$ cat src/rtl/fifo_memreq_pkg.sv
package fifo_memreq_pkg;

  // Position-counter defaults shared by the whole block.
  localparam int unsigned POS_W_DEF   = 4;  // log2 of FIFO depth
  localparam int unsigned GROUP_W_DEF = 2;  // log2 of entries per group
  localparam int unsigned LEAD_MAX_DEF = 2; // largest group lead that requests

  typedef enum logic [1:0] {
    REQ_HOLD_RD_MISALIGNED = 2'd0,
    REQ_HOLD_WR_MISALIGNED = 2'd1,
    REQ_HOLD_BEHIND        = 2'd2,
    REQ_GRANT_WINDOW       = 2'd3
  } req_reason_e;

endpackage

$ cat src/rtl/fifo_memreq_counter.sv
module fifo_memreq_counter #(
  parameter int unsigned W = 4
) (
  input  logic         clk,
  input  logic         rst_n,
  input  logic         step,
  output logic [W-1:0] value
);

  localparam logic [W-1:0] ONE = W'(1);

  logic [W-1:0] next_value;

  always_comb begin
    next_value = value;
    if (step) next_value = value + ONE;
  end

  always_ff @(posedge clk or negedge rst_n) begin
    if (!rst_n) value <= '0;
    else        value <= next_value;
  end

  // a strobe moves the position by exactly one, modulo the depth
  p_step_r2_r3: assert property (@(posedge clk) disable iff (!rst_n)
    step |=> (value == $past(value) + ONE));

  // without a strobe the position holds
  p_hold_r2_r3: assert property (@(posedge clk) disable iff (!rst_n)
    !step |=> $stable(value));

endmodule

$ cat src/rtl/fifo_memreq_store.sv
module fifo_memreq_store #(
  parameter int unsigned DATA_W = 16,
  parameter int unsigned ADDR_W = 4
) (
  input  logic              clk,
  input  logic              rst_n,
  input  logic              wr_en,
  input  logic [ADDR_W-1:0] wr_addr,
  input  logic [DATA_W-1:0] wr_data,
  input  logic [ADDR_W-1:0] rd_addr,
  output logic [DATA_W-1:0] rd_data
);

  localparam int unsigned DEPTH = 1 << ADDR_W;

  logic [DATA_W-1:0] cells [DEPTH];

  always_ff @(posedge clk) begin
    if (wr_en) cells[wr_addr] <= wr_data;
  end

  assign rd_data = cells[rd_addr];

  // the strobed word lands at the strobed position
  p_store_r2: assert property (@(posedge clk) disable iff (!rst_n)
    wr_en |=> (cells[$past(wr_addr)] == $past(wr_data)));

endmodule

$ cat src/rtl/fifo_memreq_decide.sv
module fifo_memreq_decide
  import fifo_memreq_pkg::*;
#(
  parameter int unsigned POS_W    = POS_W_DEF,
  parameter int unsigned GROUP_W  = GROUP_W_DEF,
  parameter int unsigned LEAD_MAX = LEAD_MAX_DEF
) (
  input  logic             clk,
  input  logic             rst_n,
  input  logic [POS_W-1:0] wr_pos,
  input  logic [POS_W-1:0] rd_pos,
  output logic             mem_req_n
);

  localparam int unsigned   QW        = POS_W - GROUP_W;
  localparam logic [QW-1:0] LEAD_LIM  = QW'(LEAD_MAX);
  localparam logic [POS_W-1:0] GROUP_STEP = POS_W'(1 << GROUP_W);

  // Classify a position pair; the request is wanted only in the grant window.
  function automatic req_reason_e classify(input logic [POS_W-1:0] w,
                                           input logic [POS_W-1:0] r);
    logic [QW-1:0] lead;
    lead = w[POS_W-1:GROUP_W] - r[POS_W-1:GROUP_W];
    if (r[GROUP_W-1:0] != '0)      return REQ_HOLD_RD_MISALIGNED;
    else if (w[GROUP_W-1:0] != '0) return REQ_HOLD_WR_MISALIGNED;
    else if (lead > LEAD_LIM)      return REQ_HOLD_BEHIND;
    else                           return REQ_GRANT_WINDOW;
  endfunction

  localparam logic RESET_REQ_N = (classify('0, '0) != REQ_GRANT_WINDOW);

  // Named internal events for the checks below.
  req_reason_e reason;
  logic        rd_on_boundary;
  logic        wr_on_boundary;
  logic        want_req;

  assign reason         = classify(wr_pos, rd_pos);
  assign rd_on_boundary = (rd_pos[GROUP_W-1:0] == '0);
  assign wr_on_boundary = (wr_pos[GROUP_W-1:0] == '0);
  assign want_req       = (reason == REQ_GRANT_WINDOW);

  always_ff @(posedge clk or negedge rst_n) begin
    if (!rst_n) mem_req_n <= RESET_REQ_N;
    else        mem_req_n <= !want_req;
  end

  // read position off a group boundary never requests
  p_rd_misaligned_r4: assert property (@(posedge clk) disable iff (!rst_n)
    !rd_on_boundary |=> mem_req_n);

  // write position off a group boundary never requests
  p_wr_misaligned_r5: assert property (@(posedge clk) disable iff (!rst_n)
    !wr_on_boundary |=> mem_req_n);

  // write one group behind read holds the request off
  p_behind_r7: assert property (@(posedge clk) disable iff (!rst_n)
    (rd_on_boundary && (wr_pos == rd_pos - GROUP_STEP)) |=> mem_req_n);

  // equal aligned positions always request
  p_equal_r6: assert property (@(posedge clk) disable iff (!rst_n)
    (rd_on_boundary && (wr_pos == rd_pos)) |=> !mem_req_n);

  // unchanged positions give an unchanged output
  p_quiet_r8: assert property (@(posedge clk) disable iff (!rst_n)
    ($stable(wr_pos) && $stable(rd_pos)) |=> $stable(mem_req_n));

endmodule

$ cat src/rtl/fifo_memreq_gen.sv
module fifo_memreq_gen
  import fifo_memreq_pkg::*;
#(
  parameter int unsigned DATA_W   = 16,
  parameter int unsigned POS_W    = POS_W_DEF,
  parameter int unsigned GROUP_W  = GROUP_W_DEF,
  parameter int unsigned LEAD_MAX = LEAD_MAX_DEF
) (
  input  logic              clk,
  input  logic              rst_n,
  input  logic              wr_en,
  input  logic [DATA_W-1:0] wr_data,
  input  logic              rd_en,
  output logic [DATA_W-1:0] rd_data,
  output logic              mem_req_n
);

  logic [POS_W-1:0] wr_pos;
  logic [POS_W-1:0] rd_pos;

  fifo_memreq_counter #(.W(POS_W)) u_wr_cnt (
    .clk   (clk),
    .rst_n (rst_n),
    .step  (wr_en),
    .value (wr_pos)
  );

  fifo_memreq_counter #(.W(POS_W)) u_rd_cnt (
    .clk   (clk),
    .rst_n (rst_n),
    .step  (rd_en),
    .value (rd_pos)
  );

  fifo_memreq_store #(.DATA_W(DATA_W), .ADDR_W(POS_W)) u_store (
    .clk     (clk),
    .rst_n   (rst_n),
    .wr_en   (wr_en),
    .wr_addr (wr_pos),
    .wr_data (wr_data),
    .rd_addr (rd_pos),
    .rd_data (rd_data)
  );

  fifo_memreq_decide #(
    .POS_W    (POS_W),
    .GROUP_W  (GROUP_W),
    .LEAD_MAX (LEAD_MAX)
  ) u_decide (
    .clk       (clk),
    .rst_n     (rst_n),
    .wr_pos    (wr_pos),
    .rd_pos    (rd_pos),
    .mem_req_n (mem_req_n)
  );

  // simultaneous strobes move both positions on the same edge
  p_both_r9: assert property (@(posedge clk) disable iff (!rst_n)
    (wr_en && rd_en) |=> ((wr_pos != $past(wr_pos)) && (rd_pos != $past(rd_pos))));

  // right after reset the positions meet at zero
  p_reset_r1: assert property (@(posedge clk)
    !rst_n |-> ((wr_pos == '0) && (rd_pos == '0)));

endmodule

$ cat config.mk
export PLATFORM = sky130hd
export DESIGN_NAME = fifo_memreq_gen
export DESIGN_NICKNAME = d
export VERILOG_FILES = /design/src/rtl/fifo_memreq_pkg.sv /design/src/rtl/fifo_memreq_counter.sv /design/src/rtl/fifo_memreq_store.sv /design/src/rtl/fifo_memreq_decide.sv /design/src/rtl/fifo_memreq_gen.sv
export SDC_FILE = /design/constraint.sdc
export NUM_CORES = 1
export LEC_CHECK = 0
export ABC_AREA = 1
export BUFFER_PORTS_ARGS = -buffer_cell sky130_fd_sc_hd__buf_2
export CORE_ASPECT_RATIO = 1.25
export CORE_MARGIN = 2
export CORE_UTILIZATION = 67
export DETAILED_ROUTE_END_ITERATION = 16
export PLACE_DENSITY = 0.85
export SYNTH_ARGS = -nofsm -noshare
export SYNTH_HDL_FRONTEND = slang
export SYNTH_SLANG_ARGS = --single-unit
$ cat constraint.sdc
create_clock -name clk -period 3.2 [get_ports clk]
set_clock_uncertainty 0.05 [all_clocks]
set_input_delay 0.48 -clock clk [delete_from_list [all_inputs] [get_ports clk]]
set_output_delay 0.48 -clock clk [all_outputs]
set_load 0.1 [all_outputs]
# Word level (Yosys, flattened, before mapping)
# Memory sizes are Yosys's and may differ from the RTL's.
# Index checks and enable logic that the tools add are counted.
dict set report classes {
  add_sub_neg 3
  n_lt_le_gt_ge 1
  n_eq_ne 1
  n_mux 5
  reduce_logical 3
}
# operator count
set op_table {}
lappend op_table {{adder 4 x 1 -> 4 bit (second input constant)} 2}
lappend op_table {{2-to-1 mux 2 bit} 2}
lappend op_table {{nonzero test 2 bit} 2}
lappend op_table {{2-to-1 mux 1 bit} 3}
lappend op_table {{equality test 2 bit (second input constant)} 1}
lappend op_table {{greater-than comparator 2 bit (second input constant)} 1}
lappend op_table {{subtractor 2 bit} 1}
lappend op_table {{zero test 1 bit} 1}
dict set report totals {
  reg_bits 9
  mem_bits_rw 256
  inputBits 20
  out_inout_bits 17
  memories 1
}
# name depth word_bits rd rd_ports_with_merged_regs write_ports line
set mem_list {}
lappend mem_list {u_store.cells 16 16 1 0 1 fifo_memreq_store.sv:16} ;# logic [DATA_W-1:0] cells [DEPTH];

# Logic depth before layout (Yosys ltp)
# Gate-level depths: netlist (run 1).
dict set report logic_depth {
  ltp_word 7
  ltp_mapped 10
  depth_no_buf 7
}

# Modules after synthesis
# From an unflattened synthesis (run 1), not the netlist that was laid out.
dict set report hier_totals {
  hier_cells 1112
  area_unflattened_um2 11514.8
}
# mod instances cells_per_inst area_each_um2 seq_area_each_um2
set modules_own_cells {}
lappend modules_own_cells {fifo_memreq_store 1 1058 11060.6 7687.4}
lappend modules_own_cells {fifo_memreq_counter 2 19 177.7 100.1}
lappend modules_own_cells {fifo_memreq_decide 1 16 98.8 25.0}

# Least setup slack after synthesis (run 1)
# OpenSTA, ideal clock, no wires.
dict set report synth_path {
  kind {register -> output}
  start {reg u_rd_cnt.value[0]}
  end {out rd_data[13]}
  t_arrival_ns 1.735
  required_ns 2.670
  setup_slack_ns 0.935
  path_stages_with_launch 11
  path_buffers 3
  cell_sequence {dfrtp_1 buf_4 inv_4 buf_8 buf_6 nand2_1 nand2_1 nand2_1 nand3_1 nand3_1 nand2_1}
}
dict set report synth_between {
  elab_chain_len 1
}
# item line
set synth_lines {}
lappend synth_lines {{start, declared} fifo_memreq_counter.sv:7} ;# output logic [W-1:0] value
lappend synth_lines {{start signal, assigned} fifo_memreq_counter.sv:21} ;# else value <= next_value;
lappend synth_lines {{memory (16 x 16 bit)} n/a}
lappend synth_lines {{end, declared} fifo_memreq_gen.sv:14} ;# output logic [DATA_W-1:0] rd_data,
# No other way between the ends.

# Worst setup path after layout (run 1)
dict set report layout_path {
  start {reg u_rd_cnt.value[0]}
  end {out rd_data[15]}
}
# The elaborated chain is that of the path after synthesis.

==> impl_metrics.csv, run 1 <==
group,metric,value,unit
min_path,min_path_type,"input pin to flip-flop",
sta,slew_viol_final,0,
final_layout,stdcell_area,13000,um^2
final_layout,multi_input_area,2560,um^2
drt,firstDrtPassIters,6,
cts,worst_skew_pair.late_latency,0.52,ns
critical_path,reg2reg_from,"u_wr_cnt.value[0]",
final_layout,area_growth,12.7,%
placed_design,port-buffer-count,36,
global_routing,grt_pass1_vias,7886,
sta,fin_crit,3.08,ns
run,maxCapViolations,0,
cts,cts_tree,"yes",
logic_synthesis,syn_avg_cell_area,10.5,um^2
pwr,leakage,5.62,nW
critical_path,cp.arrival,2.55,ns
critical_path,startpoint_type,"flip-flop",
cts,clk_pin_slew_worst_paths,0.06,ns
global_routing,track_usage,31.0,%
floorplan,die_h,151,um
drt,wl,28600,um
placed_design,routabilityCongestion,0.877,
placed_design,place_area,12200,um^2
sta,min_period_over_period,96.3,%
final_layout,ff_latch_area,7920,um^2
critical_path,crit_fanout,35,
floorplan,coreArea,16800,um^2
pwr,peakVddDrop,0.657,mV
sta,max_freq,0.325,GHz
logic_synthesis,syn_nets,1126,
cts,cts_buffers,25,
cts,cts.path.max_buffers,3,
sta,relSlewSlack,40.0,%
logic_synthesis,synth_cell_types,19,
status,status,"complete, no violations",
drt,drtIter0Drc,1201,
logic_synthesis,synth_warnings,0,
global_routing,grt_pass1_wl,41900,um
logic_synthesis,seq_area_frac_synth,68.6,%
drt,vias,8213,
placed_design,hpwl,14800,um
sta,setup_tns,0,ns
cts,cts_root_buffer,"clkbuf_16",
min_path,hold_path_startpoint,"rd_en",
floorplan,ios,37,
floorplan,design.die.area,18300,um^2
floorplan,row_count,53,
final_layout,fill_cells,936,
drt,vias_per_cell,5.97,
critical_path,required,2.67,ns
global_routing,grt_overflow,0,
floorplan,start_util,68.5,%
final_layout,drive_above_1_share,10.1,%
global_routing,antenna_found_initial,0,
critical_path,critPathCaptureType,"output port",
drt,route.detailed.drc,0,
sta,hold_viol,0,
sta,rsz0062_at_grt,"false",
sta,worstMarginPinSlew,0.900,ns
drt,avgRoutedWirePerCell,20.8,um
sta,finalSetupViolations,0,
logic_synthesis,synthCells,1099,
global_routing,grt_max_degree,75,
cts,clock_sinks,265,
logic_synthesis,synth_seq_cells,265,
critical_path,crit_type,"flip-flop to output port",
cts,htreeDepth,1,
final_layout,nets,1163,
critical_path,cp-startpoint,"u_rd_cnt.value[0]",
floorplan,die_x,121,um
drt,ant_nets,0,
pwr,power_density,1050,nW/um^2
logic_synthesis,syn_area,11500,um^2
==> per-layer routing <==
metal	part of all wire (%)	wire, um	GRT usage [%]
met5	0	0	0
met4	4.9	1410	15.0
met3	10	2980	5.42
met2	51	14500	53.4
met1	34	9740	38.0
==> flip-flops by register name (all words and copies together) (netlist names) <==
| name | count |
|---|---|
| u_store.cells | 256 |
| u_decide.mem_req_n | 1 |
| u_rd_cnt.value | 4 |
| u_wr_cnt.value | 4 |
==> critical path, cell delays in order, from the launching register on <==
cell,delay (ns)
dfrtp_4,0.69
buf_4,0.44
nand2_1,0.11
nand2_1,0.09
nand2_1,0.07
nand3_1,0.14
nand3_1,0.12
nand2_1,0.18
buf_12,0.19
==> layout make-up <==
class,count,share of cell area [%]
Antenna cell,1,0.0192
Clock buffer,35,5.18
Tap cell,220,2.12
Sequential cell,265,60.9
Multi-Input combinational cell,578,19.7
Clock inverter,10,0.962
Inverter,202,5.85
Timing Repair Buffer,64,5.35
==> stage by stage <==
stage | cells | total power [mW] | util (%) | hold WS (ns) | setup slack (ns)
3_5_place_dp | 1327 | 10.5 | 72.3 | 0.316 | 0.616
6_report | 1375 | 13.7 | 77.2 | 0.199 | 0.119
2_1_floorplan | 1099 | 8.67 | - | 0.134 | 0.935
5_1_grt | 1374 | 14.1 | 77.2 | 0.201 | 0.00264
3_3_place_gp | 1327 | 10.4 | 72.3 | 0.309 | 0.668
4_1_cts | 1373 | 13.5 | 77.1 | 0.191 | 0.00698
==> synth_stat cells, drive strengths merged <==
cell type,count,area (um^2)
nand4,2,12.5
ha,7,87.6
o21bai,1,7.51
clkbuf,7,26.3
nand3,192,961
nand2,350,1310
o21ai,2,10.0
buf,47,323
inv,201,757
dfrtp,9,225
nor2,17,63.8
edfxtp,256,7690
xor2,7,61.3
clkinv,1,3.75
==> cells in the final DEF, fill, tap and decap left out, drive strengths merged, types with 3 or more instances in the layout <==
cell type / n
xor2: 7
edfxtp: 256
clkinv: 7
clkbuf: 35
inv: 201
ha: 7
bufinv: 3
nor2: 17
nand3: 192
nand2: 350
dfrtp: 9
buf: 63
==> worst paths after layout <==
kind | cells past startpoint | slack (ns) | endpoint
max | 8 | 0.12 | rd_data[15]
min | 2 | 0.20 | u_rd_cnt.value[0]
max reg2reg | 5 | 1.12 | u_store.cells[4][0]
min reg2reg | 1 | 0.55 | u_wr_cnt.value[0]
max in group asynchronous | 2 | 2.54 | u_rd_cnt.value[0]
min in group asynchronous | 2 | 0.32 | u_wr_cnt.value[1]
==> cell families (layout without fill, tap and decap cells) <==
group / after synthesis / in the layout / share of synthesized area, %
simple gates: 561 / 561 / 20.4
flops: 265 / 265 / 68.6
buf+inv: 256 / 311 / 9.62
fa+ha+maj: 7 / 7 / 0.759
xor+xnor: 7 / 7 / 0.531
compound gates: 3 / 3 / 0.152
other cells: 0 / 1 / 0
==> where the power goes <==
part | leakage (nW) | switching, mW | total (mW) | internal [mW]
registers | 2.41 | 0.195 | 4.39 | 4.19
logic | 2.82 | 4.49 | 6.36 | 1.87
clock network | 0.387 | 1.21 | 2.92 | 1.71
==> timing repair <==
item / CTS / global route
hold buffers: 1 / 0
setup endpoints to repair: 0 / 7
endpoints found under the hold margin: 9 / 0
setup buffers: 0 / 1
resized for setup: 0 / 0
(Power assumes the default switching activity.)
==> run 2, diff against run 1 <==
--- a/config.mk
+++ b/config.mk
@@ -8,10 +8,9 @@
 export ABC_AREA = 1
 export BUFFER_PORTS_ARGS = -buffer_cell sky130_fd_sc_hd__buf_2
 export CORE_ASPECT_RATIO = 1.25
-export CORE_MARGIN = 2
-export CORE_UTILIZATION = 67
+export CORE_UTILIZATION = 56
 export DETAILED_ROUTE_END_ITERATION = 16
-export PLACE_DENSITY = 0.85
+export PLACE_DENSITY = 0.76
 export SYNTH_ARGS = -nofsm -noshare
 export SYNTH_HDL_FRONTEND = slang
 export SYNTH_SLANG_ARGS = --single-unit
==> constraint.sdc (replaced) <==
create_clock -name clk -period 2.8 [get_ports clk]
set_clock_uncertainty 0.05 [all_clocks]
set_input_delay 0.42 -clock clk [delete_from_list [all_inputs] [get_ports clk]]
set_output_delay 0.42 -clock clk [all_outputs]
set_load 0.1 [all_outputs]
==> run 2 against run 1 <==
  * Flip-flop and latch count did not move
  * Wire length fell by 8.9%
  * Largest cell class unchanged
  * Highest routed layer unchanged
  * Non-clock buffer count rose by 7
  * Via count fell by 6.4%
==> impl_metrics.csv, run 2 (synthesis gave the netlist of run 1 again) <==
group,metric,value,unit
status,status,"complete, no violations",
sta,max_freq,0.370,GHz
drt,drtIter0Drc,838,
sta,slew_viol_final,0,
final_layout,reg.largest.list,"u_store.cells: 256 flops, u_rd_cnt.value: 4 flops, u_wr_cnt.value: 4 flops",
cts,htreeDepth,1,
pwr,power_frac_comb,46.9,%
final_layout,area_growth,14.2,%
critical_path,path_cells,"inv_2, buf_12, nand3_1, nand3_1, nand3_1, nand2_1, buf_12",
drt,ant_nets,0,
drt,vias_per_cell,5.37,
final_layout,nets,1170,
sta,fin_ws,0.101,ns
sta,fin_crit,2.70,ns
cts,cts.path.max_buffers,3,
drt,vias,7690,
final_layout,mostFrequentLayoutCells,"350 x nand2_1, 256 x edfxtp_1, 199 x inv_1, 192 x nand3_1",
pwr,leakage,5.67,nW
critical_path,required,2.33,ns
sta,fin_hold_ws,0.129,ns
critical_path,critPathBufInv,3,
critical_path,critPathSlowestCell,"dfrtp_2",
final_layout,layout_commonest_cell,"nand2_1",
global_routing,grt_pass1_vias,7304,
pwr,intPower,8.98,mW
final_layout,largest_register_ffs,256,
global_routing,track_usage,25.4,%
min_path,min_path_type,"input pin to flip-flop",
placed_design,dp_slack,0.641,ns
placed_design,hpwl,14200,um
drt,avgRoutedWirePerCell,18.2,um
drt,route.detailed.drc,0,
floorplan,die_h,162,um
floorplan,ios,37,
global_routing,antenna_found_initial,0,
sta,finalSetupViolations,0,
critical_path,startpoint_type,"flip-flop",
placed_design,port-buffer-count,36,
critical_path,rrSetupSlack,0.60,ns
sta,worstMarginPinSlew,0.675,ns
pwr,peakVddDrop,0.915,mV
final_layout,fill_cells,1503,
critical_path,crit_fanout,42,
floorplan,row_count,58,
critical_path,critPathCaptureType,"output port",
critical_path,crit_type,"flip-flop to output port",
sta,hold_viol,0,
cts,cts_tree,"yes",
pwr,power.total,15.6,mW
final_layout,regMostFlops,"u_store.cells",
pwr,p_switching,6.62,mW
cts,cts_root_buffer,"clkbuf_16",
pwr,power_density,1180,nW/um^2
critical_path,worst_path_most_repeated_cell,"nand3_1",
pwr,seqPwrFrac,31.6,%
sta,relSlewSlack,55.0,%
floorplan,die_x,130,um
drt,firstDrtPassIters,6,
drt,wl,26100,um
floorplan,coreArea,20200,um^2
critical_path,crit_family,"buffers and inverters",
placed_design,routabilityCongestion,0.802,
cts,cts_buffers,25,
floorplan,design.die.area,21200,um^2
floorplan,start_util,57.2,%
cts,clk_pin_slew_worst_paths,0.06,ns
final_layout,diodes,0,
global_routing,grt_pass1_wl,39500,um
cts,post-cts-setup-buffers,0,
pwr,p_sw_share,42.4,%
run,maxCapViolations,0,
cts,clock_sinks,265,
critical_path,cp.arrival,2.23,ns
critical_path,critPathMaxStageDelay,0.43,ns
global_routing,grt_max_degree,81,
sta,min_period_over_period,96.4,%
global_routing,grt_overflow,0,
pwr,pwr-share-clk,21.5,%
cts,worst_skew_pair.late_latency,0.52,ns
final_layout,drive_above_1_share,10.9,%
## run 2: changes by cell type in the layout (fill, tap and decap cells not counted), sizes merged
cell and change:
clkbuf -2, buf +6, clkinvlp +1, clkinv +2, diode -1
## run 2: final cells by class
class	count	area [um^2]	share of cell area, %
Clock buffer	32	672	5.10
Timing Repair Buffer	71	790	5.99
Tap cell	270	338	2.56
Inverter	202	761	5.77
Multi-Input combinational cell	578	2560	19.4
Clock inverter	13	145	1.10
Sequential cell	265	7920	60.1
## run 2: layer usage
layer	up-vias	wire (um)	GRT usage, %
li1	3617	-	-
met1	3621	10500	34.2
met2	373	12100	40.0
met3	79	2370	4.76
met4	0	1080	12.1
met5	-	0	0
## run 2: power by group through the flow
| stage | Combinational (mW) | Sequential (mW) | Clock (mW) |
|---|---|---|---|
| finish | 7.32 | 4.93 | 3.36 |
| global route | 7.76 | 4.96 | 3.51 |
| CTS | 7.21 | 4.92 | 3.38 |
| detailed placement | 7.16 | 5.00 | 0 |
| global placement | 7.07 | 4.99 | 0 |
| floorplan | 4.91 | 5.00 | 0 |
## run 2: path summary, 6_finish.rpt
| path | cells past startpoint | start | end |
|---|---|---|---|
| setup / recovery | 7 | u_rd_cnt.value[1] | rd_data[8] |
| hold / removal | 2 | rd_en | u_rd_cnt.value[0] |
| setup reg to reg | 5 | u_wr_cnt.value[0] | u_store.cells[0][12] |
| hold reg to reg | 1 | u_wr_cnt.value[0] | u_wr_cnt.value[0] |
| max in group asynchronous | 2 | rst_n | u_rd_cnt.value[0] |
| min in group asynchronous | 2 | rst_n | u_decide.mem_req_n |
## run 2: timing repair
item	CTS	global route
gates resized for setup	0	2
setup endpoints to repair	0	8
endpoints found under the hold margin	9	0
hold buffers	1	0
## run 2: metrics by stage
step / utilization [%] / setup TNS (ns) / std cells / cell area (um^2)
final: 65.3 / 0 / 1431 / 13200
after CTS: 65.2 / 0 / 1430 / 13100
after detailed placement: 61.1 / 0 / 1384 / 12300
after floorplan: - / 0 / 1099 / 11500
after global placement: 61.1 / 0 / 1384 / 12300
after global routing: 65.3 / -0.00337 / 1431 / 13200
==> run 3, diff against run 2 <==
==> constraint.sdc (replaced) <==
create_clock -name clk -period 2.8 [get_ports clk]
set_clock_uncertainty 0.05 [all_clocks]
set_input_delay 0.42 -clock clk [delete_from_list [all_inputs] [get_ports clk]]
set_output_delay 0.42 -clock clk [all_outputs]
set_load 0.02 [all_outputs]
==> run 3 against run 2 <==
  * Worst setup slack gained 0.041 ns
  * Worst hold slack lost 0.0097 ns
  * Maximum frequency grew 1.5%
  * First-iteration DRC count shrank 2.3%
  * Power shrank 16%
  * Clock power is essentially flat
  * Flip-flop and latch count is the same
  * Count of clock-buffer cells in the layout grew 4
  * Register-to-register slack gained 0.12 ns
  * Critical path depth shrank 2
  * Via count grew 0.48%
  * Die area is the same
  * Largest cell class unchanged
==> impl_metrics.csv, run 3 (synthesis gave the netlist of run 1 again) <==
group,metric,value,unit
global_routing,grt_pass1_vias,7504,
pwr,p_sw_share,37.5,%
cts,clk_pin_slew_worst_paths,0.06,ns
final_layout,drive_above_1_share,10.7,%
floorplan,start_util,57.2,%
placed_design,routabilityCongestion,0.814,
cts,cts.path.max_buffers,3,
final_layout,reg.largest.list,"u_store.cells: 256 flops, u_rd_cnt.value: 4 flops, u_wr_cnt.value: 4 flops",
global_routing,grt_overflow,0,
drt,vias_per_cell,5.39,
critical_path,critPathCaptureType,"output port",
sta,rsz0062_at_grt,"false",
sta,min_period_over_period,95.0,%
drt,avgRoutedWirePerCell,18.3,um
run,maxCapViolations,0,
pwr,pwr-share-clk,25.5,%
status,status,"complete, no violations",
pwr,intPower,8.21,mW
floorplan,ios,37,
sta,slew_viol_final,0,
sta,setup_tns,0,ns
final_layout,layout_commonest_cell,"nand2_1",
cts,cts_root_buffer,"clkbuf_16",
sta,relSlewSlack,61.2,%
floorplan,die_h,162,um
final_layout,area_growth,12.1,%
final_layout,mostFrequentLayoutCells,"350 x nand2_1, 256 x edfxtp_1, 199 x inv_1, 192 x nand3_1, 36 x buf_2",
critical_path,path_cells,"clkinv_1, buf_4, nand3_1, nand2_1, buf_2",
sta,fin_crit,2.66,ns
critical_path,crit_type,"flip-flop to output port",
drt,wl,26300,um
floorplan,row_count,58,
critical_path,critPathSlowestCell,"dfrtp_1",
cts,cts_buffers,26,
cts,post-cts-setup-buffers,0,
placed_design,hpwl,14500,um
final_layout,nets,1172,
floorplan,design.die.area,21200,um^2
drt,firstDrtPassIters,7,
sta,fin_hold_ws,0.119,ns
critical_path,critPathBufInv,3,
cts,cts_tree,"yes",
sta,max_freq,0.376,GHz
critical_path,crit_fanout,13,
pwr,seqPwrFrac,37.8,%
pwr,p_switching,4.94,mW
drt,vias,7727,
pwr,leakage,5.59,nW
global_routing,antenna_found_initial,0,
drt,route.detailed.drc,0,
critical_path,crit_family,"buffers and inverters",
final_layout,largest_register_ffs,256,
global_routing,grt_pass1_wl,40000,um
final_layout,diodes,0,
pwr,power.total,13.1,mW
sta,worstMarginPinSlew,0.581,ns
pwr,power_frac_comb,36.7,%
critical_path,required,2.33,ns
sta,finalSetupViolations,0,
pwr,power_density,1020,nW/um^2
floorplan,die_x,130,um
final_layout,regMostFlops,"u_store.cells",
placed_design,port-buffer-count,36,
critical_path,critPathMaxStageDelay,0.63,ns
cts,worst_skew_pair.late_latency,0.53,ns
cts,htreeDepth,1,
sta,hold_viol,0,
critical_path,startpoint_type,"flip-flop",
drt,ant_nets,0,
cts,clock_sinks,265,
min_path,min_path_type,"input pin to flip-flop",
critical_path,cp.arrival,2.19,ns
drt,drtIter0Drc,819,
global_routing,track_usage,25.5,%
floorplan,coreArea,20200,um^2
global_routing,grt_max_degree,132,
pwr,peakVddDrop,0.490,mV
[run 3: changes by cell type in the layout (fill, tap and decap cells not counted), sizes merged]
cell      delta
buf          +1
bufinv       -1
clkbuf       +4
clkinvlp     -2
[run 3: path summary, 6_finish.rpt]
check	slack, ns	end	cells past startpoint	startpoint
min in group asynchronous	0.22	u_wr_cnt.value[3]	2	rst_n
worst min-delay path	0.12	u_rd_cnt.value[0]	2	rd_en
max in group asynchronous	2.26	u_rd_cnt.value[1]	2	rst_n
worst max register to register	0.72	u_store.cells[4][1]	5	u_wr_cnt.value[0]
worst min register to register	0.52	u_wr_cnt.value[0]	1	u_wr_cnt.value[0]
worst max-delay path	0.14	rd_data[5]	5	u_rd_cnt.value[3]
[run 3: final cells by class]
cell class	count	area [um^2]
clock buffers	36	709
clock inverters	10	106
well taps	270	338
repair buffers	72	539
inverters	202	763
flip-flops and latches	265	7920
fillers	1545	7240
multi-input cells	578	2560
[run 3: power by group through the flow]
stage	logic [mW]	registers [mW]	clock network, mW
after floorplan	3.35	4.97	0
after global placement	4.58	5.02	0
after detailed placement	4.67	5.03	0
after CTS	4.72	4.96	3.38
after global routing	5.32	5.00	3.51
final	4.82	4.97	3.36
[run 3: per-stage QoR]
step | setup slack [ns] | utilization (%) | std cells | cell area (um^2)
global placement | 0.655 | 59.8 | 1385 | 12100
finish | 0.141 | 64.1 | 1433 | 12900
CTS | 0.0510 | 63.9 | 1432 | 12900
detailed placement | 0.603 | 59.8 | 1385 | 12100
floorplan | 0.821 | - | 1099 | 11500
global route | 0.00198 | 64.1 | 1433 | 12900
[run 3: routing by layer]
metal | GRT usage, % | wire (um) | vias to the layer above
met5 | 0 | 0 | -
met4 | 9.61 | 745 | 0
met3 | 4.60 | 2460 | 61
met2 | 41.4 | 12600 | 382
met1 | 34.4 | 10400 | 3660
li1 | - | - | 3624
[run 3: timing repair]
item                                   4_1_cts  5_1_grt
gates resized for setup                      0        5
endpoints found under the hold margin        9        0
setup endpoints to repair                    0        4
hold buffers                                 1        0
